File: config.mk
export PLATFORM = sky130hd
export DESIGN_NAME = fpsc_reg
export DESIGN_NICKNAME = d
export VERILOG_FILES = /design/src/rtl/fpsc_pkg.sv /design/src/rtl/fpsc_sw_update.sv /design/src/rtl/fpsc_event_merge.sv /design/src/rtl/fpsc_summary.sv /design/src/rtl/fpsc_reg.sv
export SDC_FILE = /design/constraint.sdc
export NUM_CORES = 1
export LEC_CHECK = 0
export BUFFER_PORTS_ARGS = -buffer_cell sky130_fd_sc_hd__buf_2
export CELL_PAD_IN_SITES_DETAIL_PLACEMENT = 1
export CELL_PAD_IN_SITES_GLOBAL_PLACEMENT = 1
export CORE_MARGIN = 8
export CORE_UTILIZATION = 42
export CTS_CLUSTER_SIZE = 28
export DETAILED_ROUTE_END_ITERATION = 10
export GPL_TIMING_DRIVEN = 0
export PLACE_DENSITY_LB_ADDON = 0.3
export RECOVER_POWER = 50
export SETUP_SLACK_MARGIN = 0.1
export SLEW_MARGIN = 10
export SYNTH_ARGS = -nofsm -noshare
export SYNTH_HDL_FRONTEND = slang
export SYNTH_SLANG_ARGS = --single-unit
File: constraint.sdc
create_clock -name clk -period 4.2 [get_ports clk]
set_input_delay 0.63 -clock clk [delete_from_list [all_inputs] [get_ports clk]]
set_output_delay 0.63 -clock clk [all_outputs]
set_load 0.01 [all_outputs]
File: src/rtl/fpsc_pkg.sv
package fpsc_pkg;
  localparam int WORD_W   = 32;
  localparam int N_INV    = 9;
  localparam int N_EXC    = 4;
  localparam int CLASS_W  = 5;
  localparam int OP_W     = 3;

  localparam int RSV_BIT  = 11;
  localparam int CLASS_LO = 12;
  localparam int FI_BIT   = 17;
  localparam int FR_BIT   = 18;
  localparam int VX_BIT   = 29;
  localparam int FEX_BIT  = 30;
  localparam int FX_BIT   = 31;

  // cause bit positions, indexed by strobe number
  localparam int INV_POS [N_INV] = '{8, 9, 10, 19, 20, 21, 22, 23, 24};
  // exception flags: inexact, zero-divide, underflow, overflow
  localparam int EXC_POS [N_EXC] = '{25, 26, 27, 28};
  // matching enable bits
  localparam int EN_POS  [N_EXC] = '{3, 4, 5, 6};
  localparam int VE_BIT  = 7;

  typedef enum logic [OP_W-1:0] {
    OP_IDLE  = 3'd0,
    OP_WRITE = 3'd1,
    OP_OR    = 3'd2,
    OP_AND   = 3'd3,
    OP_XOR   = 3'd4,
    OP_CLRF  = 3'd5
  } fpsc_op_e;
endpackage

File: src/rtl/fpsc_sw_update.sv
module fpsc_sw_update
  import fpsc_pkg::*;
(
  input  logic [WORD_W-1:0] cur,
  input  logic [OP_W-1:0]   op,
  input  logic [WORD_W-1:0] data,
  output logic [WORD_W-1:0] nxt
);
  always_comb begin
    nxt = cur;
    case (op)
      OP_WRITE: nxt = data;
      OP_OR:    nxt = cur | data;
      OP_AND:   nxt = cur & data;
      OP_XOR:   nxt = cur ^ data;
      OP_CLRF: begin
        nxt[FI_BIT] = 1'b0;
        nxt[FR_BIT] = 1'b0;
      end
      default:  nxt = cur;
    endcase
    nxt[RSV_BIT] = 1'b0;
  end
endmodule

File: src/rtl/fpsc_event_merge.sv
module fpsc_event_merge
  import fpsc_pkg::*;
(
  input  logic [WORD_W-1:0]  base,
  input  logic               valid,
  input  logic [N_INV-1:0]   inv,
  input  logic [N_EXC-1:0]   exc,
  input  logic [CLASS_W-1:0] cls,
  input  logic               fi,
  input  logic               fr,
  output logic [WORD_W-1:0]  merged
);
  logic [WORD_W-1:0] raise;

  for (genvar i = 0; i < N_INV; i++) begin : g_inv
    assign raise[INV_POS[i]] = inv[i];
  end
  for (genvar j = 0; j < N_EXC; j++) begin : g_exc
    assign raise[EXC_POS[j]] = exc[j];
  end
  assign raise[7:0]              = '0;
  assign raise[CLASS_LO+6:RSV_BIT] = '0;
  assign raise[WORD_W-1:VX_BIT]  = '0;

  always_comb begin
    merged = base;
    if (valid) begin
      if (|(raise & ~base)) merged[FX_BIT] = 1'b1;
      merged = merged | raise;
      merged[CLASS_LO +: CLASS_W] = cls;
      merged[FI_BIT] = fi;
      merged[FR_BIT] = fr;
    end
  end
endmodule

File: src/rtl/fpsc_summary.sv
module fpsc_summary
  import fpsc_pkg::*;
(
  input  logic [WORD_W-1:0] pre,
  output logic [WORD_W-1:0] post
);
  logic [N_INV-1:0] inv_bits;
  logic [N_EXC-1:0] hit;

  for (genvar i = 0; i < N_INV; i++) begin : g_inv
    assign inv_bits[i] = pre[INV_POS[i]];
  end
  for (genvar j = 0; j < N_EXC; j++) begin : g_hit
    assign hit[j] = pre[EXC_POS[j]] & pre[EN_POS[j]];
  end

  always_comb begin
    post = pre;
    post[VX_BIT]  = |inv_bits;
    post[FEX_BIT] = (post[VX_BIT] & pre[VE_BIT]) | (|hit);
  end
endmodule

File: src/rtl/fpsc_reg.sv
module fpsc_reg
  import fpsc_pkg::*;
(
  input  logic               clk,
  input  logic               rst,
  input  logic [OP_W-1:0]    sw_op,
  input  logic [WORD_W-1:0]  sw_data,
  input  logic               ev_valid,
  input  logic [N_INV-1:0]   ev_inv,
  input  logic [N_EXC-1:0]   ev_exc,
  input  logic [CLASS_W-1:0] ev_class,
  input  logic               ev_fi,
  input  logic               ev_fr,
  output logic [WORD_W-1:0]  csr_q,
  output logic [1:0]         round_mode,
  output logic               ftz_en,
  output logic               exc_enabled
);
  logic [WORD_W-1:0] word_r, after_sw, after_ev, word_d;

  fpsc_sw_update u_sw (
    .cur (word_r),
    .op  (sw_op),
    .data(sw_data),
    .nxt (after_sw)
  );

  fpsc_event_merge u_ev (
    .base  (after_sw),
    .valid (ev_valid),
    .inv   (ev_inv),
    .exc   (ev_exc),
    .cls   (ev_class),
    .fi    (ev_fi),
    .fr    (ev_fr),
    .merged(after_ev)
  );

  fpsc_summary u_sum (
    .pre (after_ev),
    .post(word_d)
  );

  always_ff @(posedge clk) begin
    if (rst) word_r <= '0;
    else     word_r <= word_d;
  end

  assign csr_q       = word_r;
  assign round_mode  = word_r[1:0];
  assign ftz_en      = word_r[2];
  assign exc_enabled = word_r[FEX_BIT];
endmodule

**Yosys cells after proc, flatten, opt, wreduce, memory -nomap -nowiden**

Cells that the tools add are included.

- Mux-type cells: 6
- Bitwise operators: 13
- Reduce and logical (&&, ||, !) cells: 4
- Equal/unequal tests: 5

Operator list:

| cell | number |
|---|---|
| 17-bit one-hot mux with 4 select lines | 1 |
| 13-bit one-hot mux with 4 select lines | 1 |
| 29-bit by 32-bit AND with 32-bit output | 1 |
| 32-bit AND | 1 |
| 32-bit 2-to-1 mux | 1 |
| 32-bit inverter | 1 |
| 32-bit by 29-bit bitwise OR with 32-bit output | 1 |
| 32-bit bitwise OR | 1 |
| 32-bit OR reduction | 1 |
| 32-bit XOR | 1 |
| 2-bit one-hot mux with 5 select lines | 1 |
| 9-bit OR reduction | 1 |
| 3-bit by 2-bit equality test with 1-bit output (second input constant) | 2 |
| 3-bit equality test (second input constant) | 2 |
| 1-bit AND | 5 |
| 4-bit OR reduction | 1 |
| 3-bit by 1-bit equality test with 1-bit output (second input constant) | 1 |
| 1-bit 2-to-1 mux | 2 |
| 2-bit OR reduction | 1 |
| 1-bit inverter | 1 |
| 1-bit bitwise OR | 1 |

- Flip-flop bits (word level): 32
- Bits of input ports: 58
- Output and inout bits: 36

**Depth between registers and ports, before layout**

- Depth in word-level cells: 12
- Mapped depth: 10
- Depth with buffers taken out: 8

**Hierarchy**

A second synthesis with hierarchy kept.

- Cells, all modules: 517
- Area, all modules: 3946.3 um^2

By module, submodules not included:

| module | sequential area each (um^2) | area an instance (um^2) | times used | cells each |
|---|---|---|---|---|
| fpsc_sw_update | 0.0 | 2377.3 | 1 | 349 |
| fpsc_reg | 640.6 | 893.4 | 1 | 71 |
| fpsc_event_merge | 0.0 | 404.1 | 1 | 59 |
| fpsc_summary | 0.0 | 271.5 | 1 | 38 |

**Worst setup path before layout**

No wires, ideal clock.

- Kind: input-to-reg
- Start point: input sw_data[4]
- End point: register word_r[30] (netlist: csr_q[30])
- Required time: 4.068 ns
- Path buffers: 0
- Path slack: 1.933 ns
- Stages: 8
- Arrival time: 2.135 ns
- Cell sequence: inv_1 -> ha_1 -> nor2b_1 -> mux4_1 -> a221oi_2 -> o32ai_1 -> a221oi_1 -> o22ai_1

- Cells in the longest elaborated chain, start to end: 7
- Elaborated cells on any way between the ends: 9
- Classes of those cells: mux (2); bitwise (6); reduce/logical (1)

RTL lines:

| element | RTL line | source |
|---|---|---|
| start, declared | fpsc_reg.sv:7 | `input logic [WORD_W-1:0] sw_data,` |
| 32-bit XOR (tied with other cells) | fpsc_sw_update.sv:15 | `OP_XOR: nxt = cur ^ data;` |
| 17-bit one-hot mux with 4 select lines (*) | fpsc_sw_update.sv:11 | `case (op)` |
| 32-bit by 29-bit bitwise OR with 32-bit output | fpsc_event_merge.sv:29 | `merged = merged \| raise;` |
| 32-bit 2-to-1 mux (*) | fpsc_event_merge.sv:27 | `if (valid) begin` |
| 1-bit AND (*) | fpsc_summary.sv:14 | `assign hit[j] = pre[EXC_POS[j]] & pre[EN_POS[j]];` |
| 4-bit OR reduction (*) | fpsc_summary.sv:20 | `post[FEX_BIT] = (post[VX_BIT] & pre[VE_BIT]) \| (\|hit);` |
| 1-bit bitwise OR (*) | fpsc_summary.sv:20 |  |
| end signal, assigned | fpsc_reg.sv:46 | `else word_r <= word_d;` |
| end, declared | fpsc_reg.sv:19 | `logic [WORD_W-1:0] word_r, after_sw, after_ev, word_d;` |

Every way passes the cells marked *; elsewhere a longest branch is shown, timed or not.
A chain may end at the register's enable or synchronous reset.

**Worst setup path after layout**

- Start point: input sw_op[0]
- End point: register word_r[30] (netlist: csr_q[30])

- Cells in the longest elaborated chain, start to end: 7
- Elaborated cells on any way between the ends: 16
- Classes of those cells: eq/ne (4); mux (3); bitwise (7); reduce/logical (2)

RTL lines:

| element | RTL line | source |
|---|---|---|
| start, declared | fpsc_reg.sv:6 | `input logic [OP_W-1:0] sw_op,` |
| 3-bit equality test (tied with other cells) | fpsc_sw_update.sv:11 |  |
| 17-bit one-hot mux with 4 select lines or 13-bit one-hot mux with 4 select lines (tied branches) | fpsc_sw_update.sv:11 |  |
| 32-bit by 29-bit bitwise OR with 32-bit output | fpsc_event_merge.sv:29 |  |
| 32-bit 2-to-1 mux (*) | fpsc_event_merge.sv:27 |  |
| 9-bit OR reduction or 1-bit AND (tied branches) | fpsc_summary.sv:19, fpsc_summary.sv:14 |  |
| 1-bit AND or 4-bit OR reduction (tied branches) | fpsc_summary.sv:20 |  |
| 1-bit bitwise OR (*) | fpsc_summary.sv:20 |  |

Marked as above.

==> results_dict.tcl <==
set metrics [dict create \
    grt_setup_unrepaired "false" \
    p_leak_nw 2.02 \
    synth.top_cell.area_share_pct 20.0 \
    io_buffers 89 \
    yosysWarnings 0 \
    syn_avg_cell_area_um2 7.59 \
    layout-drive-gt1-share_pct 17.3 \
    syn_area_um2 3620 \
    period_minus_slack_ns 2.71 \
    path_clk_slew_ns 0.07 \
    insertion_delay_ns 0.29 \
    irDropWorstVdd_mv 0.121 \
    r2r_start "csr_q[4]$_SDFF_PP0_" \
    grt.overflow.total 0 \
    finClkSkew_ns 0.00501 \
    synth_edf_count 0 \
    regArea_um2 621 \
    power_density_nw_per_um2 243 \
    critPathLaunchType "input port" \
    grt_usage_pct 23.4 \
    numCtsBuffers 5 \
    fin_nets 689 \
    post_cts_buffers 0 \
    finalSetupViolCount 0 \
    r2r_slack_ns 1.80 \
    finalHoldViolations 0 \
    placementRows 34 \
    clock_sinks 31 \
    antenna_found_initial 0 \
    grt_pass1_wl_um 21900 \
    die_h_um 109 \
    drt-wirelength-per-cell_um 20.3 \
    antenna_cells 0 \
    post_cts_resize_count 0 \
    drtAntennaViolNets 0 \
    worstSetupEndpointType "flop" \
    grt_pass1_vias 4285 \
    dr.pass1.iters 5 \
    yosysMostFrequentCell "inv_1" \
    ys_top_cells_by_area "ha_1 20%, dfxtp_1 17%, inv_1 6.2%, a21oi_1 4.7%, o21ai_0 4.7%" \
    gp_congestion 0.959 \
    ys_seq_elements 31 \
    ys.flop_type "dfxtp_1" \
    fillers 1159 \
    cp_data_required_time_ns 4.35 \
    die_x_um 109 \
    worstMarginPinSlew_ns 1.01 \
    drc 0 \
    ys_seq_area_share_pct 17.1 \
    hold_class "flop to flop" \
    cts_tree "yes" \
    fp.coreArea_um2 8550 \
    crit_path_max_fanout 10 \
    grt_max_degree 11 \
    reg2reg_to "csr_q[30]$_SDFF_PP0_" \
    vias 3943 \
    worstSetupPathType "input port to flop" \
    htree_levels 2 \
    yosysUniqueCellTypes 56 \
    fmax_mhz 370 \
    setup_ws_ns 1.49 \
    final_area_um2 4250 \
    maxCapViolations 0 \
    wl_um 13800 \
    fp.dieArea_um2 11900 \
    power.total_w 0.00103 \
    whs_ns 0.526 \
    holdBufCountCts 0 \
    dr.first_iter.drc_count 227 \
    start_util_pct 42.4 \
    top_level_ports 94 \
    synthCells 477 \
    outcome "finished clean" \
    worstPathArrival_ns 2.85 \
    cts-root-buf "clkbuf_8" \
    clockBufferDepth 2 \
    syn2layout_area_growth_pct 17.3 \
    max_slew_margin_pct 32.5 \
    synth_area_leader_cell "ha_1" \
    multi_input_area_um2 2540 \
    fin_setup_tns_ns 0 \
    hold_path_depth 2 \
    async_reset_ff_share_pct 0 \
    pre_cts_ws_ns 1.31 \
    synth_nets 593 \
    placed_cell_area_um2 4200 \
    reg2reg_depth 8 \
    place_hpwl_um 10700 \
    fin_crit_sh_pct 64.4 \
    synthTopCellsByCount "60 x inv_1, 58 x ha_1, 41 x nor2_1" \
    vias_per_cell 5.79 \
    slew_viol_final 0 \
]
## per-layer routing
metal	GRT usage [%]	part of all wire, %
met3	3.37	6.5
met2	41.6	50
met1	28.2	42
met5	0	0
met4	7.72	1.8
## area by class of cell
class	count	share of cell area, %
multi-input combinational	352	59.8
clock inverter	1	0.118
clock buffer	6	1.94
tap	108	3.18
timing repair buffer	89	9.54
buffer	33	5.39
sequential	31	14.6
inverter	61	5.39
## critical path: stages
cell	delay (ns)
buf_2	0.13
buf_6	0.16
nor3_4	0.43
o21ai_0	0.19
a311oi_1	0.46
nand4_1	0.25
nor4_2	0.43
o22ai_1	0.17
## cells by family (layout without fill, tap and decap cells)
kind of cell,Yosys count,in the layout,share of synthesized area [%]
AOI/OAI and AO/OA,136,136,24.9
adders and majority gates,58,58,20.0
and+or+nand+nor,145,145,21.4
buffers and inverters,94,190,12.6
muxes,12,12,3.77
other,1,1,0.104
DFF,31,31,17.1
## layout by cell type (no fill, tap or decap), types with 2 or more instances in the layout
master and n:
clkbuf_1 38, nand3b_1 13, ha_1 58, nand2b_1 6
a21oi_1 34, nand4_1 3, mux2i_1 11, nor2b_1 15
a221oi_1 5, nor2_1 41, and2_1 10, a211oi_1 2
a311oi_1 6, buf_6 4, a32oi_1 6, buf_4 10
buf_2 66, o2111ai_1 3, clkbuf_8 6, a22oi_1 19
o21ai_0 34, nand2_1 39, o22ai_1 6, nor3_1 5
buf_8 2, inv_1 60, a32o_1 2, a2bb2oi_1 4
dfxtp_1 31, o21a_1 5
## how the worst max path moves through the flow
stage          startpoint                   end  slack [ns]  depth (start not counted)
5_1_grt          sw_op[0]  csr_q[30]$_SDFF_PP0_        1.42                          8
6_report         sw_op[0]  csr_q[30]$_SDFF_PP0_        1.49                          8
2_1_floorplan  sw_data[4]  csr_q[30]$_SDFF_PP0_        1.93                          8
3_5_place_dp     sw_op[0]  csr_q[30]$_SDFF_PP0_        1.31                          8
4_1_cts          sw_op[0]  csr_q[30]$_SDFF_PP0_        1.60                          8
3_3_place_gp     sw_op[1]  csr_q[30]$_SDFF_PP0_        1.35                          7
## per-stage QoR
stage          util (%)  instances
2_1_floorplan         -        477
3_3_place_gp       49.2        674
3_5_place_dp       49.2        674
4_1_cts            50.2        681
5_1_grt            49.7        681
6_report           49.7        681
## power breakdown
| group | internal (W) | switching (W) | total (W) |
|---|---|---|---|
| clock network | 0.000129 | 0.000131 | 0.000259 |
| registers | 0.000323 | 0.0000307 | 0.000354 |
| logic | 0.000169 | 0.000249 | 0.000419 |
| total | 0.000621 | 0.000411 | 0.00103 |
Note: power is estimated with default switching activity, not from simulation.
